--- src/rtl/defl_pkg.sv ---
package defl_pkg;
  localparam int NPORT = 4;

  // Encoding is relied upon: bit 1 selects the S/W half, bit 0 the E/W side.
  typedef enum logic [1:0] {
    DIR_N = 2'd0,
    DIR_E = 2'd1,
    DIR_S = 2'd2,
    DIR_W = 2'd3
  } dir_e;
endpackage

--- src/rtl/defl_route_calc.sv ---
module defl_route_calc
  import defl_pkg::*;
#(
  parameter int X_W  = 3,
  parameter int Y_W  = 3,
  parameter int MY_X = 0,
  parameter int MY_Y = 0
) (
  input  logic [X_W-1:0] dst_x_i,
  input  logic [Y_W-1:0] dst_y_i,
  output dir_e           dir_o,
  output logic           local_o
);
  localparam logic [X_W-1:0] HOME_X = X_W'(MY_X);
  localparam logic [Y_W-1:0] HOME_Y = Y_W'(MY_Y);

  always_comb begin
    local_o = 1'b0;
    if (dst_x_i > HOME_X)      dir_o = DIR_E;
    else if (dst_x_i < HOME_X) dir_o = DIR_W;
    else if (dst_y_i > HOME_Y) dir_o = DIR_S;
    else if (dst_y_i < HOME_Y) dir_o = DIR_N;
    else begin
      dir_o   = DIR_N;
      local_o = 1'b1;
    end
  end
endmodule

--- src/rtl/defl_ej_inj.sv ---
module defl_ej_inj
  import defl_pkg::*;
#(
  parameter int X_W   = 3,
  parameter int Y_W   = 3,
  parameter int PKT_W = 6,
  parameter int SEQ_W = 2,
  parameter int MY_X  = 0,
  parameter int MY_Y  = 0,
  localparam int FLIT_W = 2 + X_W + Y_W + PKT_W + SEQ_W
) (
  input  logic [NPORT-1:0][FLIT_W-1:0] slots_i,
  input  logic [FLIT_W-1:0]            inj_flit_i,
  output logic [NPORT-1:0][FLIT_W-1:0] slots_o,
  output logic [FLIT_W-1:0]            ej_flit_o,
  output logic                         inj_ack_o
);
  localparam int VLD_B = FLIT_W - 1;
  localparam int GLD_B = FLIT_W - 2;
  localparam int DY_LO = SEQ_W + PKT_W;
  localparam int DX_LO = DY_LO + Y_W;

  logic [NPORT-1:0] is_local;

  for (genvar p = 0; p < NPORT; p++) begin : g_loc
    assign is_local[p] = slots_i[p][VLD_B]
                       && (slots_i[p][DX_LO +: X_W] == X_W'(MY_X))
                       && (slots_i[p][DY_LO +: Y_W] == Y_W'(MY_Y));
  end

  logic             have;
  logic [1:0]       sel;
  logic             sel_g;
  logic [SEQ_W-1:0] sel_s;

  // Golden first, lowest seq among golden, lowest index otherwise.
  always_comb begin
    have  = 1'b0;
    sel   = '0;
    sel_g = 1'b0;
    sel_s = '0;
    for (int p = 0; p < NPORT; p++) begin
      if (is_local[p]) begin
        if (!have
            || (slots_i[p][GLD_B] && !sel_g)
            || (slots_i[p][GLD_B] && sel_g && (slots_i[p][SEQ_W-1:0] < sel_s))) begin
          have  = 1'b1;
          sel   = 2'(p);
          sel_g = slots_i[p][GLD_B];
          sel_s = slots_i[p][SEQ_W-1:0];
        end
      end
    end
  end

  always_comb begin
    slots_o   = slots_i;
    ej_flit_o = '0;
    if (have) begin
      ej_flit_o    = slots_i[sel];
      slots_o[sel] = '0;
    end
    inj_ack_o = 1'b0;
    for (int p = 0; p < NPORT; p++) begin
      if (!inj_ack_o && inj_flit_i[VLD_B] && !slots_o[p][VLD_B]) begin
        slots_o[p] = inj_flit_i;
        inj_ack_o  = 1'b1;
      end
    end
  end
endmodule

--- src/rtl/defl_swap_elem.sv ---
module defl_swap_elem
  import defl_pkg::*;
#(
  parameter int X_W     = 3,
  parameter int Y_W     = 3,
  parameter int PKT_W   = 6,
  parameter int SEQ_W   = 2,
  parameter int MY_X    = 0,
  parameter int MY_Y    = 0,
  parameter int DIR_BIT = 1,
  localparam int FLIT_W = 2 + X_W + Y_W + PKT_W + SEQ_W
) (
  input  logic [FLIT_W-1:0] a_i,
  input  logic [FLIT_W-1:0] b_i,
  input  logic              arb_i,
  output logic [FLIT_W-1:0] o0_o,
  output logic [FLIT_W-1:0] o1_o
);
  localparam int VLD_B = FLIT_W - 1;
  localparam int GLD_B = FLIT_W - 2;
  localparam int DY_LO = SEQ_W + PKT_W;
  localparam int DX_LO = DY_LO + Y_W;

  dir_e dir_a, dir_b;
  logic loc_a, loc_b;

  defl_route_calc #(.X_W(X_W), .Y_W(Y_W), .MY_X(MY_X), .MY_Y(MY_Y)) u_rt_a (
    .dst_x_i(a_i[DX_LO +: X_W]), .dst_y_i(a_i[DY_LO +: Y_W]),
    .dir_o(dir_a), .local_o(loc_a)
  );
  defl_route_calc #(.X_W(X_W), .Y_W(Y_W), .MY_X(MY_X), .MY_Y(MY_Y)) u_rt_b (
    .dst_x_i(b_i[DX_LO +: X_W]), .dst_y_i(b_i[DY_LO +: Y_W]),
    .dir_o(dir_b), .local_o(loc_b)
  );

  logic [1:0] dcode_a, dcode_b;
  logic       want1_a, want1_b, a_wins, swap;

  assign dcode_a = dir_a;
  assign dcode_b = dir_b;
  assign want1_a = dcode_a[DIR_BIT];
  assign want1_b = dcode_b[DIR_BIT];

  always_comb begin
    if (!a_i[VLD_B])                  a_wins = 1'b0;
    else if (!b_i[VLD_B])             a_wins = 1'b1;
    else if (a_i[GLD_B] != b_i[GLD_B]) a_wins = a_i[GLD_B];
    else if (a_i[GLD_B] && (a_i[SEQ_W-1:0] != b_i[SEQ_W-1:0]))
      a_wins = a_i[SEQ_W-1:0] < b_i[SEQ_W-1:0];
    else                              a_wins = arb_i;
  end

  // Winner steers; a local winner has no preference and passes straight.
  always_comb begin
    if (!a_i[VLD_B] && !b_i[VLD_B]) swap = 1'b0;
    else if (a_wins)                swap = want1_a && !loc_a;
    else                            swap = !want1_b && !loc_b;
  end

  assign o0_o = swap ? b_i : a_i;
  assign o1_o = swap ? a_i : b_i;
endmodule

--- src/rtl/defl_router.sv ---
module defl_router
  import defl_pkg::*;
#(
  parameter int X_W   = 3,
  parameter int Y_W   = 3,
  parameter int PKT_W = 6,
  parameter int SEQ_W = 2,
  parameter int MY_X  = 3,
  parameter int MY_Y  = 3,
  localparam int FLIT_W = 2 + X_W + Y_W + PKT_W + SEQ_W
) (
  input  logic                         clk_i,
  input  logic                         rst_ni,
  input  logic [NPORT-1:0][FLIT_W-1:0] in_flit_i,
  input  logic [FLIT_W-1:0]            inj_flit_i,
  output logic                         inj_ack_o,
  output logic [NPORT-1:0][FLIT_W-1:0] out_flit_o,
  output logic [FLIT_W-1:0]            ej_flit_o
);
  localparam int NSTAGE = 2;
  localparam int NELEM  = NPORT / 2;

  logic [NPORT-1:0][FLIT_W-1:0] in_q, slots, mid, perm;
  logic [FLIT_W-1:0]            inj_q, ej_d;
  logic                         ack_d;
  logic [3:0]                   lfsr_q;

  always_ff @(posedge clk_i or negedge rst_ni) begin
    if (!rst_ni) begin
      in_q  <= '0;
      inj_q <= '0;
    end else begin
      in_q  <= in_flit_i;
      inj_q <= inj_flit_i;
    end
  end

  // Free-running pseudo-random tie-break source, one bit per element.
  always_ff @(posedge clk_i or negedge rst_ni) begin
    if (!rst_ni) lfsr_q <= 4'b1001;
    else         lfsr_q <= {lfsr_q[2:0], lfsr_q[3] ^ lfsr_q[2]};
  end

  defl_ej_inj #(
    .X_W(X_W), .Y_W(Y_W), .PKT_W(PKT_W), .SEQ_W(SEQ_W), .MY_X(MY_X), .MY_Y(MY_Y)
  ) u_ej_inj (
    .slots_i   (in_q),
    .inj_flit_i(inj_q),
    .slots_o   (slots),
    .ej_flit_o (ej_d),
    .inj_ack_o (ack_d)
  );

  // Stage 0 pairs (N,S) and (E,W); stage 1 covers {N,E} and {S,W} outputs.
  for (genvar s = 0; s < NSTAGE; s++) begin : g_stage
    for (genvar k = 0; k < NELEM; k++) begin : g_elem
      if (s == 0) begin : g_first
        defl_swap_elem #(
          .X_W(X_W), .Y_W(Y_W), .PKT_W(PKT_W), .SEQ_W(SEQ_W),
          .MY_X(MY_X), .MY_Y(MY_Y), .DIR_BIT(1)
        ) u_el (
          .a_i  (slots[k]),
          .b_i  (slots[k+NELEM]),
          .arb_i(lfsr_q[k]),
          .o0_o (mid[k]),
          .o1_o (mid[k+NELEM])
        );
      end else begin : g_second
        defl_swap_elem #(
          .X_W(X_W), .Y_W(Y_W), .PKT_W(PKT_W), .SEQ_W(SEQ_W),
          .MY_X(MY_X), .MY_Y(MY_Y), .DIR_BIT(0)
        ) u_el (
          .a_i  (mid[2*k]),
          .b_i  (mid[2*k+1]),
          .arb_i(lfsr_q[NELEM+k]),
          .o0_o (perm[2*k]),
          .o1_o (perm[2*k+1])
        );
      end
    end
  end

  always_ff @(posedge clk_i or negedge rst_ni) begin
    if (!rst_ni) begin
      out_flit_o <= '0;
      ej_flit_o  <= '0;
      inj_ack_o  <= 1'b0;
    end else begin
      out_flit_o <= perm;
      ej_flit_o  <= ej_d;
      inj_ack_o  <= ack_d;
    end
  end
endmodule

--- config.mk ---
export PLATFORM = sky130hd
export DESIGN_NAME = defl_router
export DESIGN_NICKNAME = d
export VERILOG_FILES = /design/src/rtl/defl_pkg.sv /design/src/rtl/defl_route_calc.sv /design/src/rtl/defl_ej_inj.sv /design/src/rtl/defl_swap_elem.sv /design/src/rtl/defl_router.sv
export SDC_FILE = /design/constraint.sdc
export NUM_CORES = 1
export LEC_CHECK = 0
export BUFFER_PORTS_ARGS = -buffer_cell sky130_fd_sc_hd__buf_2
export CAP_MARGIN = 10
export CORE_UTILIZATION = 35
export DETAILED_ROUTE_END_ITERATION = 6
export PLACE_DENSITY = 0.56
export SLEW_MARGIN = 20
export SYNTH_ARGS = -nofsm -noshare
export SYNTH_HDL_FRONTEND = slang
export SYNTH_SLANG_ARGS = --single-unit
--- constraint.sdc ---
create_clock -name clk_i -period 13.1 [get_ports clk_i]
set_input_delay 1.31 -clock clk_i [delete_from_list [all_inputs] [get_ports clk_i]]
set_output_delay 1.31 -clock clk_i [all_outputs]
set_load 0.01 [all_outputs]
### Word-level counts from Yosys, hierarchy flattened

Index checks and enable logic that the tools add are counted.

| storage, ports and cells | value |
|---|---|
| bits in registers | 165 |
| input port bits | 82 |
| output and inout port bits | 81 |
| logic and storage cells | 273 |

| operators by class | value |
|---|---|
| magnitude comparators | 41 |
| eq/ne operators | 16 |
| multiplexer cells | 121 |
| bitwise gates (word level) | 3 |
| reductions and logical operators | 80 |

Operators with widths:

| kind | number |
|---|---|
| $mux W16 | 15 |
| $mux W1 | 81 |
| $and A64 B64 Y64 | 1 |
| $mux W64 | 1 |
| $not A64 Y64 | 1 |
| $gt A3 B2 Y1 const B | 16 |
| $lt A3 B2 Y1 const B | 16 |
| $mux W2 | 22 |
| $logic_and A1 B1 Y1 | 41 |
| $logic_not A1 Y1 | 33 |
| $bmux W16 S2 | 1 |
| $demux W16 S2 | 1 |
| $eq A3 B2 Y1 const B | 8 |
| $lt A2 B2 Y1 | 7 |
| $ne A2 B2 Y1 | 4 |
| $logic_or A1 B1 Y1 | 6 |
| $ne A1 B1 Y1 | 4 |
| $lt A2 B3 Y1 const B | 1 |
| $ge A2 B1 Y1 const B | 1 |
| $xor A1 B1 Y1 | 1 |

### Longest topological paths before layout

Gate-level depths: netlist (run 1).

| depth | value |
|---|---|
| depth in word-level cells | 64 |
| mapped depth | 48 |
| depth with buffers taken out | 43 |

### Cells and area by module

Synthesis (run 1) repeated with hierarchy kept, for this count alone.

| second synthesis, totals | value |
|---|---|
| cells, all modules | 694 |
| area, all modules | 8943.6 sq um |

By module, submodules not included:

| module | instances | cells an instance | area an instance (sq um) |
|---|---|---|---|
| defl_router | 1 | 166 | 4140.2 |
| defl_ej_inj | 1 | 266 | 1863.0 |
| defl_swap_elem (g_stage[1].g_elem[0].g_second.u_el ...) | 2 | 55 | 659.4 |
| defl_swap_elem (g_stage[0].g_elem[0].g_first.u_el ...) | 2 | 56 | 635.6 |
| defl_route_calc | 8 | 5 | 43.8 |

### Least setup slack after synthesis (run 1)

OpenSTA, ideal clock, no wires.

| path | value |
|---|---|
| kind | reg-to-reg |
| start point | register in_q[10] in the netlist's numbering |
| end point | register out_flit_o[25] in the netlist's numbering |
| data arrival time | 9.248 ns |
| data required time | 12.972 ns |
| setup slack | 3.725 ns |
| cell stages (with the launch flop) | 47 |
| buffers on the path | 5 |
| period minus slack after synthesis | 9.375 ns |
| path through | dfrtp_1 -> nand4b_1 -> nor3_1 -> nand2_1 -> ha_1 -> nand2b_1 -> a21oi_1 -> o31a_1 -> buf_1 -> nor2_1 -> a21oi_1 -> ha_1 -> a2bb2o_4 -> nand3_2 -> a21boi_4 -> nor2_1 -> a21o_1 -> ha_1 -> [... 11 more ...] -> nand2b_1 -> a21oi_1 -> a31oi_1 -> o21ba_2 -> o21ai_1 -> nand3_1 -> clkbuf_1 -> o21ai_0 -> inv_1 -> ha_1 -> nand2b_1 -> a21oi_1 -> a31oi_1 -> a21oi_1 -> o211ai_1 -> a21oi_2 -> buf_6 -> mux2_1 |

| between the ends | value |
|---|---|
| longest elaborated chain between the ends | 63 |

RTL lines:

| element | RTL line | text |
|---|---|---|
| from (decl) | defl_router.sv:23 | `logic [NPORT-1:0][FLIT_W-1:0] in_q, slots, mid, perm;` |
| from (signal assigned) | defl_router.sv:33 | `in_q <= in_flit_i;` |
| parallel branches: the longest is 27 deep, another holds $lt A2 B2 Y1 | -- |  |
| $mux W64 * | defl_ej_inj.sv:59 | `if (have) begin` |
| $logic_not A1 Y1 | defl_ej_inj.sv:65 | `if (!inj_ack_o && inj_flit_i[VLD_B] && !slots_o[p][VLD_B]) begin` |
| $logic_and A1 B1 Y1 | defl_ej_inj.sv:65 |  |
| $mux W1 | defl_ej_inj.sv:65 |  |
| $logic_not A1 Y1 | defl_ej_inj.sv:65 |  |
| $logic_and A1 B1 Y1 (2 in series) | defl_ej_inj.sv:65 |  |
| $mux W1 | defl_ej_inj.sv:65 |  |
| [... 21 more ...] | -- |  |
| $mux W1 | defl_route_calc.sv:20 | `else if (dst_x_i < HOME_X) dir_o = DIR_W;` |
| $mux W1 | defl_route_calc.sv:19 | `if (dst_x_i > HOME_X) dir_o = DIR_E;` |
| $logic_not A1 Y1 | defl_swap_elem.sv:57 | `else swap = !want1_b && !loc_b;` |
| $logic_and A1 B1 Y1 | defl_swap_elem.sv:57 |  |
| $mux W1 | defl_swap_elem.sv:56 | `else if (a_wins) swap = want1_a && !loc_a;` |
| $mux W1 | defl_swap_elem.sv:55 | `if (!a_i[VLD_B] && !b_i[VLD_B]) swap = 1'b0;` |
| $mux W16 * | defl_swap_elem.sv:61 | `assign o1_o = swap ? a_i : b_i;` |
| via g_stage[1].g_elem[0].g_second.u_el.o1_o[9] | defl_swap_elem.sv:17 | `output logic [FLIT_W-1:0] o1_o` |
| to (signal assigned) | defl_router.sv:89 | `out_flit_o <= perm;` |
| to (decl) | defl_router.sv:17 | `output logic [NPORT-1:0][FLIT_W-1:0] out_flit_o,` |

Mark *: on every way through the listed nets, which the timed path passes.

### Final worst setup path (run 1)

| path | value |
|---|---|
| start point | register in_q[15] in the netlist's numbering |
| end point | register out_flit_o[41] in the netlist's numbering |

| between the ends | value |
|---|---|
| longest elaborated chain between the ends | 63 |

RTL lines:

| element | RTL line | text |
|---|---|---|
| parallel branches: the longest is 27 deep, another holds $lt A2 B2 Y1 | -- |  |
| $mux W64 * | defl_ej_inj.sv:59 |  |
| $logic_not A1 Y1 | defl_ej_inj.sv:65 |  |
| $logic_and A1 B1 Y1 | defl_ej_inj.sv:65 |  |
| $mux W1 | defl_ej_inj.sv:65 |  |
| $logic_not A1 Y1 | defl_ej_inj.sv:65 |  |
| $logic_and A1 B1 Y1 (2 in series) | defl_ej_inj.sv:65 |  |
| $mux W1 | defl_ej_inj.sv:65 |  |
| [... 21 more ...] | -- |  |
| $mux W1 | defl_route_calc.sv:20 |  |
| $mux W1 | defl_route_calc.sv:19 |  |
| $logic_not A1 Y1 | defl_swap_elem.sv:57 |  |
| $logic_and A1 B1 Y1 | defl_swap_elem.sv:57 |  |
| $mux W1 | defl_swap_elem.sv:56 |  |
| $mux W1 | defl_swap_elem.sv:55 |  |
| $mux W16 * | defl_swap_elem.sv:60 | `assign o0_o = swap ? b_i : a_i;` |
| via g_stage[1].g_elem[1].g_second.u_el.o0_o[9] | defl_swap_elem.sv:16 | `output logic [FLIT_W-1:0] o0_o,` |

Marks and branches as above.

==> key figures, run 1 <==
Outcome
  • Status: finished, final reports clean

Setup path
  • Start of the worst register-to-register path: in_q[15]$_DFF_PN0_
  • Worst Setup End Kind: flip-flop
  • Setup slack, reg-to-reg: 1.46 ns
  • Crit path max fanout: 25
  • Reg-to-Reg End: out_flit_o[41]$_DFF_PN0_
  • WP data required: 13.41 ns
  • WS Path Type: reg2reg
  • CP max stage delay: around 0.78 ns
  • Startpoint Class: flip-flop
  • Reg2reg path depth: 42
  • Setup crit start: in_q[15]$_DFF_PN0_
  • Critical Path End: out_flit_o[41]$_DFF_PN0_
  • Slowest-stage cell, CP: o31ai_1
  • Most used cell, CP: ha_1
  • Critical path data arrival time: 11.95 ns

CTS
  • Clock Tree Root: clkbuf_16
  • TritonCTS Buffers: 17
  • CTS tree: yes
  • CTS resizes: 0
  • Hold_buf cts: 0
  • Clock sinks: 165
  • Clk_lat worst skew: 0.44 ns
  • CTS HTree Levels: 4
  • Worst-path clk slew: approximately 0.07 ns
  • Post-CTS setup buffer count: 0
  • Clock Path Buffers: 2

Global route
  • Vias in the first global route: 6739
  • Initial antenna violation count: 0
  • Met1 usage: 32.5%
  • Met2 GRT Util: approximately 31%
  • First-pass GRT wire length: 39800 um
  • Total track usage: between 20% and 30%
  • GRT Max-Usage Layer: met1
  • Met3 GRT Util: 3.70%
  • Congestion Overflow GR: 0
  • Largest net degree at the start of global routing: 87

Die
  • Initial Utilization: 36.0%
  • Die width: 158 um
  • I/O pins: roughly 160
  • # rows: 56
  • Die area: 25000 sq um
  • Core area: 23700 sq um
  • Die Span Y: 158 um

Place
  • Port bufs: 162
  • Final Wtd Congestion: a little under 0.9
  • DP Wirelength: 20100 um

Routing
  • Routed Antenna Nets: 0
  • Post-Route WL: 25700 um
  • Pre-antenna DRT Iters: 5
  • DRT iter0 DRCs: 431
  • Via count: around 6900
  • Drt drc: 0
  • Via density: around 5.3
  • Routed len/inst: ~20 um

Timing
  • Clk_skew: between 0.01 and 0.015 ns
  • Total negative slack: 0 ns
  • RSZ-0062 raised after global routing: no
  • Slew of the pin with the lowest slew margin: 1.02 ns
  • Min Hold Slack: 0.427 ns
  • Slew headroom: 31.9%
  • Fin crit period: about 12 ns
  • Max Clock Freq: 0.0859 GHz
  • Slew Limit Fails: 0
  • Setup Viol. Count Final: 0
  • Hold Vio Cnt, Final: 0
  • Fin crit share: 88.9%

Cells and area
  • Register area: 4130 sq um
  • Ratio of cells with drive above 1 in the final layout: 24.6%
  • Area Overhead vs Synth: 19.7%
  • Filler instances: 2362
  • # diodes: 0
  • Layout Nets: 1078
  • Multi-input gate area: just over 4000 sq um

Yosys
  • EDFF count, synth: 0
  • Ys Warns: 0
  • Synth cell types: between 80 and 90
  • Synthesized cell area: 8530 sq um
  • Cell count after synthesis: 825
  • Post-synthesis async set-or-reset flop share: 100%
  • Flops & latches, synth: 165
  • Register area share after synthesis: roughly half
  • Most common flop cell mapped by yosys: dfrtp_1
  • Syn Area/Cell: between 10 and 15 sq um

Power and ir drop
  • Worst vdd ir: approximately 0.070 mV
  • Logic pwr share: about a quarter
  • Switch share: 32.5%
  • Internal power: 0.985 mW
  • Reg power frac: 41.8%
  • Sw power: 0.475 mW
  • Power Dens Cells: 143 nW/um^2
  • Clock share of power: 33.1%
  • Leakage: 4.95 nW

Worst hold path
  • Hold_sp: lfsr_q[0]$_DFF_PN1_
  • Worst min path class: reg2reg

Job
  • Max_cap viols: 0
-- how the worst min path moves through the flow --
stage / endpoint / slack, ns / cells past startpoint
global placement: lfsr_q[1]$_DFF_PN0_ / 0.42 / 0
detailed placement: lfsr_q[1]$_DFF_PN0_ / 0.42 / 0
CTS: lfsr_q[1]$_DFF_PN0_ / 0.43 / 0
floorplan: lfsr_q[2]$_DFF_PN0_ / 0.38 / 0
global route: lfsr_q[1]$_DFF_PN0_ / 0.44 / 0
finish: lfsr_q[1]$_DFF_PN0_ / 0.43 / 0
-- cells in the mapped netlist, types with 3 or more instances --
| cell type | instances | area (sq um) |
|---|---|---|
| dfrtp_1 | 163 | 4080 |
| nand2_1 | 105 | 394 |
| mux2i_1 | 104 | 1040 |
| nand3_1 | 47 | 235 |
| nor2_1 | 47 | 176 |
| o21ai_0 | 40 | 200 |
| a21oi_1 | 35 | 175 |
| inv_1 | 25 | 93.8 |
| clkbuf_1 | 16 | 60.1 |
| nor3_1 | 15 | 75.1 |
| and2_1 | 12 | 75.1 |
| ha_1 | 11 | 138 |
| nand2b_1 | 11 | 68.8 |
| a31oi_1 | 10 | 62.6 |
| a22o_1 | 9 | 78.8 |
| a21o_1 | 8 | 60.1 |
| a22oi_1 | 7 | 52.6 |
| and3_1 | 7 | 43.8 |
| mux2_2 | 7 | 78.8 |
| or3_1 | 7 | 43.8 |
| o21ai_1 | 6 | 30.0 |
| buf_1 | 5 | 18.8 |
| buf_6 | 5 | 56.3 |
| nand4_1 | 5 | 31.3 |
| o211ai_1 | 5 | 37.5 |
| o31ai_1 | 5 | 37.5 |
| or2_2 | 5 | 31.3 |
| a21boi_0 | 4 | 30.0 |
| mux2_1 | 4 | 45.0 |
| nand4b_1 | 4 | 35.0 |
| nor2b_1 | 4 | 25.0 |
| o21bai_1 | 4 | 30.0 |
| a211oi_1 | 3 | 22.5 |
| buf_2 | 3 | 15.0 |
| nor3b_1 | 3 | 22.5 |
| o21a_1 | 3 | 22.5 |
| o22ai_1 | 3 | 18.8 |
| o31a_1 | 3 | 26.3 |
-- worst max-delay path, delay by kind of cell, from the launching register on --
family	cells	cell delay [ns]
AOI/OAI and AO/OA	18	5.59
and+or+nand+nor	15	3.01
adders and majority gates	5	1.34
muxes	2	0.95
DFF	1	0.46
buffers and inverters	2	0.15
-- power groups by stage --
| stage | clock network (mW) | registers, mW | logic, mW |
|---|---|---|---|
| after global placement | 0 | 0.622 | 0.362 |
| final | 0.483 | 0.611 | 0.365 |
| after global routing | 0.513 | 0.618 | 0.402 |
| after CTS | 0.493 | 0.611 | 0.367 |
| after floorplan | 0 | 0.644 | 0.207 |
| after detailed placement | 0 | 0.621 | 0.366 |
-- cell families after synthesis --
| kind of cell | after synthesis | share of synthesized area (%) |
|---|---|---|
| flops | 165 | 48.4 |
| buf+inv | 57 | 3.21 |
| simple gates | 284 | 16.0 |
| other cells | 1 | 0.0440 |
| mux | 117 | 14.0 |
| compound gates | 189 | 16.6 |
| xor+xnor | 1 | 0.103 |
| fa+ha+maj | 11 | 1.61 |
-- final cells by class --
type	count	share of cell area, %
clock buffers	19	4.34
clock inverters	13	1.09
inverters	25	0.919
multi-input cells	604	40.6
flip-flops and latches	165	40.5
well taps	319	3.91
repair buffers	172	8.74
-- metal layers --
metal | up-vias | wire (um) | share of wire [%]
met4 | 0 | 361 | 1.4
met1 | 3353 | 13100 | 51
met3 | 23 | 1440 | 5.6
li1 | 3308 | - | -
met5 | - | 0 | 0
met2 | 253 | 10800 | 42
-- layout by cell type (no fill, tap or decap), types with 5 or more instances in the layout --
cell type  Yosys  layout
a21o_1         8       8
a21oi_1       35      35
a22o_1         9       8
a22oi_1        7       7
a31oi_1       10       9
and2_1        12      12
and3_1         7       7
buf_2          3     161
buf_4          2      10
clkbuf_16      0      17
dfrtp_1      163     163
ha_1          11      11
inv_1         25      25
inv_6          0       6
mux2_2         7       7
mux2i_1      104     104
nand2_1      105     105
nand2b_1      11      11
nand3_1       47      47
nand4_1        5       5
nor2_1        47      47
nor3_1        15      14
o211ai_1       5       5
o21ai_0       40      40
o21ai_1        6       6
o31ai_1        5       5
or2_2          5       5
or3_1          7       7
-- sequential cells by signal (all words and copies together) (netlist names) --
signal      cells
in_q           64
out_flit_o     64
ej_flit_o      16
inj_q          16
lfsr_q          4
inj_ack_o       1
-- per-stage QoR --
step	instances	total power, mW	cell area, sq um	worst slack [ns]	utilization (%)
after floorplan	826	0.851	8530	3.72	-
after detailed placement	1285	0.986	9660	1.61	40.8
after CTS	1317	1.47	10200	1.59	43.1
after global placement	1285	0.984	9660	1.94	40.8
after global routing	1317	1.53	10200	0.647	43.1
final	1317	1.46	10200	1.46	43.1
(Power assumes the default switching activity.)
==> run 2, diff against run 1 <==
--- a/config.mk
+++ b/config.mk
@@ -9,6 +9,7 @@
 export CAP_MARGIN = 10
 export CORE_UTILIZATION = 35
 export DETAILED_ROUTE_END_ITERATION = 6
+export GPL_TIMING_DRIVEN = 0
 export PLACE_DENSITY = 0.56
 export SLEW_MARGIN = 20
 export SYNTH_ARGS = -nofsm -noshare
==> constraint.sdc (replaced) <==
create_clock -name clk_i -period 13.9 [get_ports clk_i]
set_input_delay 1.39 -clock clk_i [delete_from_list [all_inputs] [get_ports clk_i]]
set_output_delay 1.39 -clock clk_i [all_outputs]
set_load 0.01 [all_outputs]
==> run 2 against run 1 <==
Compared with the run above: power down 3.6%; setup slack gained 0.36 ns; clock power is 2% lower; global-route usage shrank 0.20 points; critical path depth rose by 5; register-to-register slack better by 0.36 ns; sequential power decreased by 6.2%; combinational power fell by 1%; sequential cell count stayed put; critical endpoint is now out_flit_o[23]$_DFF_PN0_; largest cell class is now registers.
==> key figures, run 2 (synthesized netlist as in run 1, its figures left out) <==
CTS
  • CTS tree: yes
  • Clk_lat worst skew: 0.44 ns
  • CTS HTree Levels: 4
  • Clock Path Buffers: 2
  • Clock sinks: 165
  • Clock Tree Root: clkbuf_16
  • TritonCTS Buffers: 17
  • CTS resizes: 0
  • Hold_buf cts: 0
  • Post-CTS setup buffer count: 0
  • Worst-path clk slew: 0.07 ns

Routing
  • Pre-antenna DRT Iters: 5
  • Routed Antenna Nets: 0
  • Via density: 5.22
  • Post-Route WL: 25500 um
  • DRT iter0 DRCs: approximately 540
  • Routed len/inst: between 15 and 20 um
  • Via count: 6988
  • Drt drc: 0

Cells and area
  • Commonest cells after routing, fill and taps aside: 164 x buf_2, 163 x dfrtp_1, 105 x nand2_1
  • Most common cell after layout, fill and taps aside: buf_2
  • Post-route cell area: 10400 sq um
  • Fin cells: about 1300
  • Layout Nets: 1101
  • Biggest regs: in_q: 64 flops, out_flit_o: 64 flops
  • Ratio of cells with drive above 1 in the final layout: roughly a quarter
  • Filler instances: 2367
  • Area Overhead vs Synth: 21.5%
  • # diodes: 0

Power and ir drop
  • Total Power: 1.41 mW
  • Internal power: 0.952 mW
  • Logic pwr share: 25.6%
  • Worst vdd ir: 0.0751 mV
  • Switch share: 32.3%
  • Power Dens Cells: approximately 140 nW/um^2
  • Sw power: 0.454 mW
  • Clock share of power: 33.7%
  • Leakage: 5.02 nW
  • Reg power frac: 40.8%

Place
  • Port bufs: 162
  • Final Wtd Congestion: 0.908
  • Placed insts: ~1300
  • DP Area: 9780 sq um
  • DP Wirelength: between 20000 and 25000 um

Setup path
  • Setup crit start: in_q[15]$_DFF_PN0_
  • Crit path max fanout: 10
  • CP max stage delay: 0.85 ns
  • Critical path data arrival time: ~12 ns
  • Setup slack, reg-to-reg: 1.82 ns
  • Startpoint Class: flip-flop
  • WP data required: 14.25 ns
  • WS Path Type: reg2reg
  • Start of the worst register-to-register path: in_q[15]$_DFF_PN0_
  • Worst Setup End Kind: flip-flop
  • Slowest-stage cell, CP: o311ai_1

Timing
  • Fin crit share: 86.9%
  • Slew Limit Fails: 0
  • Clk_skew: approximately 0.0088 ns
  • Max Clock Freq: 0.0828 GHz
  • Hold Vio Cnt, Final: 0
  • Slew of the pin with the lowest slew margin: slightly above 0.9 ns
  • Slew headroom: 36.8%
  • RSZ-0062 raised after global routing: no
  • Total negative slack: 0 ns
  • Setup Viol. Count Final: 0
  • Fin crit period: 12.08 ns

Global route
  • Initial antenna violation count: 0
  • Largest net degree at the start of global routing: 91
  • Congestion Overflow GR: 0
  • First-pass GRT wire length: 38900 um
  • Total track usage: 21.1%
  • Vias in the first global route: 6675

Worst hold path
  • Hold_sp: lfsr_q[0]$_DFF_PN1_
  • Worst min path class: reg2reg

Die
  • I/O pins: 163
  • Die area: 25000 sq um
  • Die width: 158 um
  • # rows: 56
  • Core area: 23700 sq um
  • Initial Utilization: 36.0%
  • Die Span Y: 158 um

Outcome
  • Status: finished, final reports clean

Job
  • Max_cap viols: 0
==> run 2: power by group through the flow <==
stage	Sequential, mW	Clock, mW	Combinational, mW
after floorplan	0.607	0	0.195
after global placement	0.585	0	0.355
after detailed placement	0.583	0	0.361
after CTS	0.574	0.487	0.362
after global routing	0.580	0.512	0.396
final	0.573	0.473	0.360
==> run 2: per-layer routing <==
layer  part of all wire, %  vias to the layer above  global-route usage, %
li1                      -                     3356                      -
met1                    49                     3336                   31.3
met2                    43                      263                   30.8
met3                   5.7                       33                   3.89
met4                   1.9                        0                   6.82
met5                     0                        -                      0
==> run 2: path summary, 6_finish.rpt <==
check / to / cells past startpoint
worst max register to register: out_flit_o[23]$_DFF_PN0_ / 47
min in group asynchronous: ej_flit_o[11]$_DFF_PN0_ / 1
worst max-delay path: out_flit_o[23]$_DFF_PN0_ / 47
max in group asynchronous: lfsr_q[0]$_DFF_PN1_ / 2
worst min register to register: lfsr_q[1]$_DFF_PN0_ / 0
worst min-delay path: lfsr_q[1]$_DFF_PN0_ / 0
==> run 2: area by class of cell <==
cell class / instances / area (sq um) / area share (%)
sequential: 165 / 4130 / 39.9
multi-input combinational: 604 / 4130 / 39.8
timing repair buffer: 163 / 848 / 8.18
clock buffer: 17 / 425 / 4.10
tap: 319 / 399 / 3.85
buffer: 32 / 180 / 1.74
clock inverter: 14 / 158 / 1.52
inverter: 25 / 93.8 / 0.905
==> run 2: metrics by stage <==
step / util, % / setup slack [ns] / hold slack [ns]
after global routing: 43.8 / 0.751 / 0.429
after floorplan: - / 4.52 / 0.375
after detailed placement: 41.3 / 1.96 / 0.414
after CTS: 43.8 / 1.92 / 0.421
after global placement: 41.1 / 1.96 / 0.415
final: 43.8 / 1.82 / 0.424
==> run 2: worst max-delay path: cells and delay by family, from the launching register on <==
kind	cells	cell delay (ns)
AOI/OAI and AO/OA	19	5.02
and+or+nand+nor	15	2.79
buffers and inverters	7	2.08
adders and majority gates	5	1.36
DFF	1	0.51
muxes	1	0.24
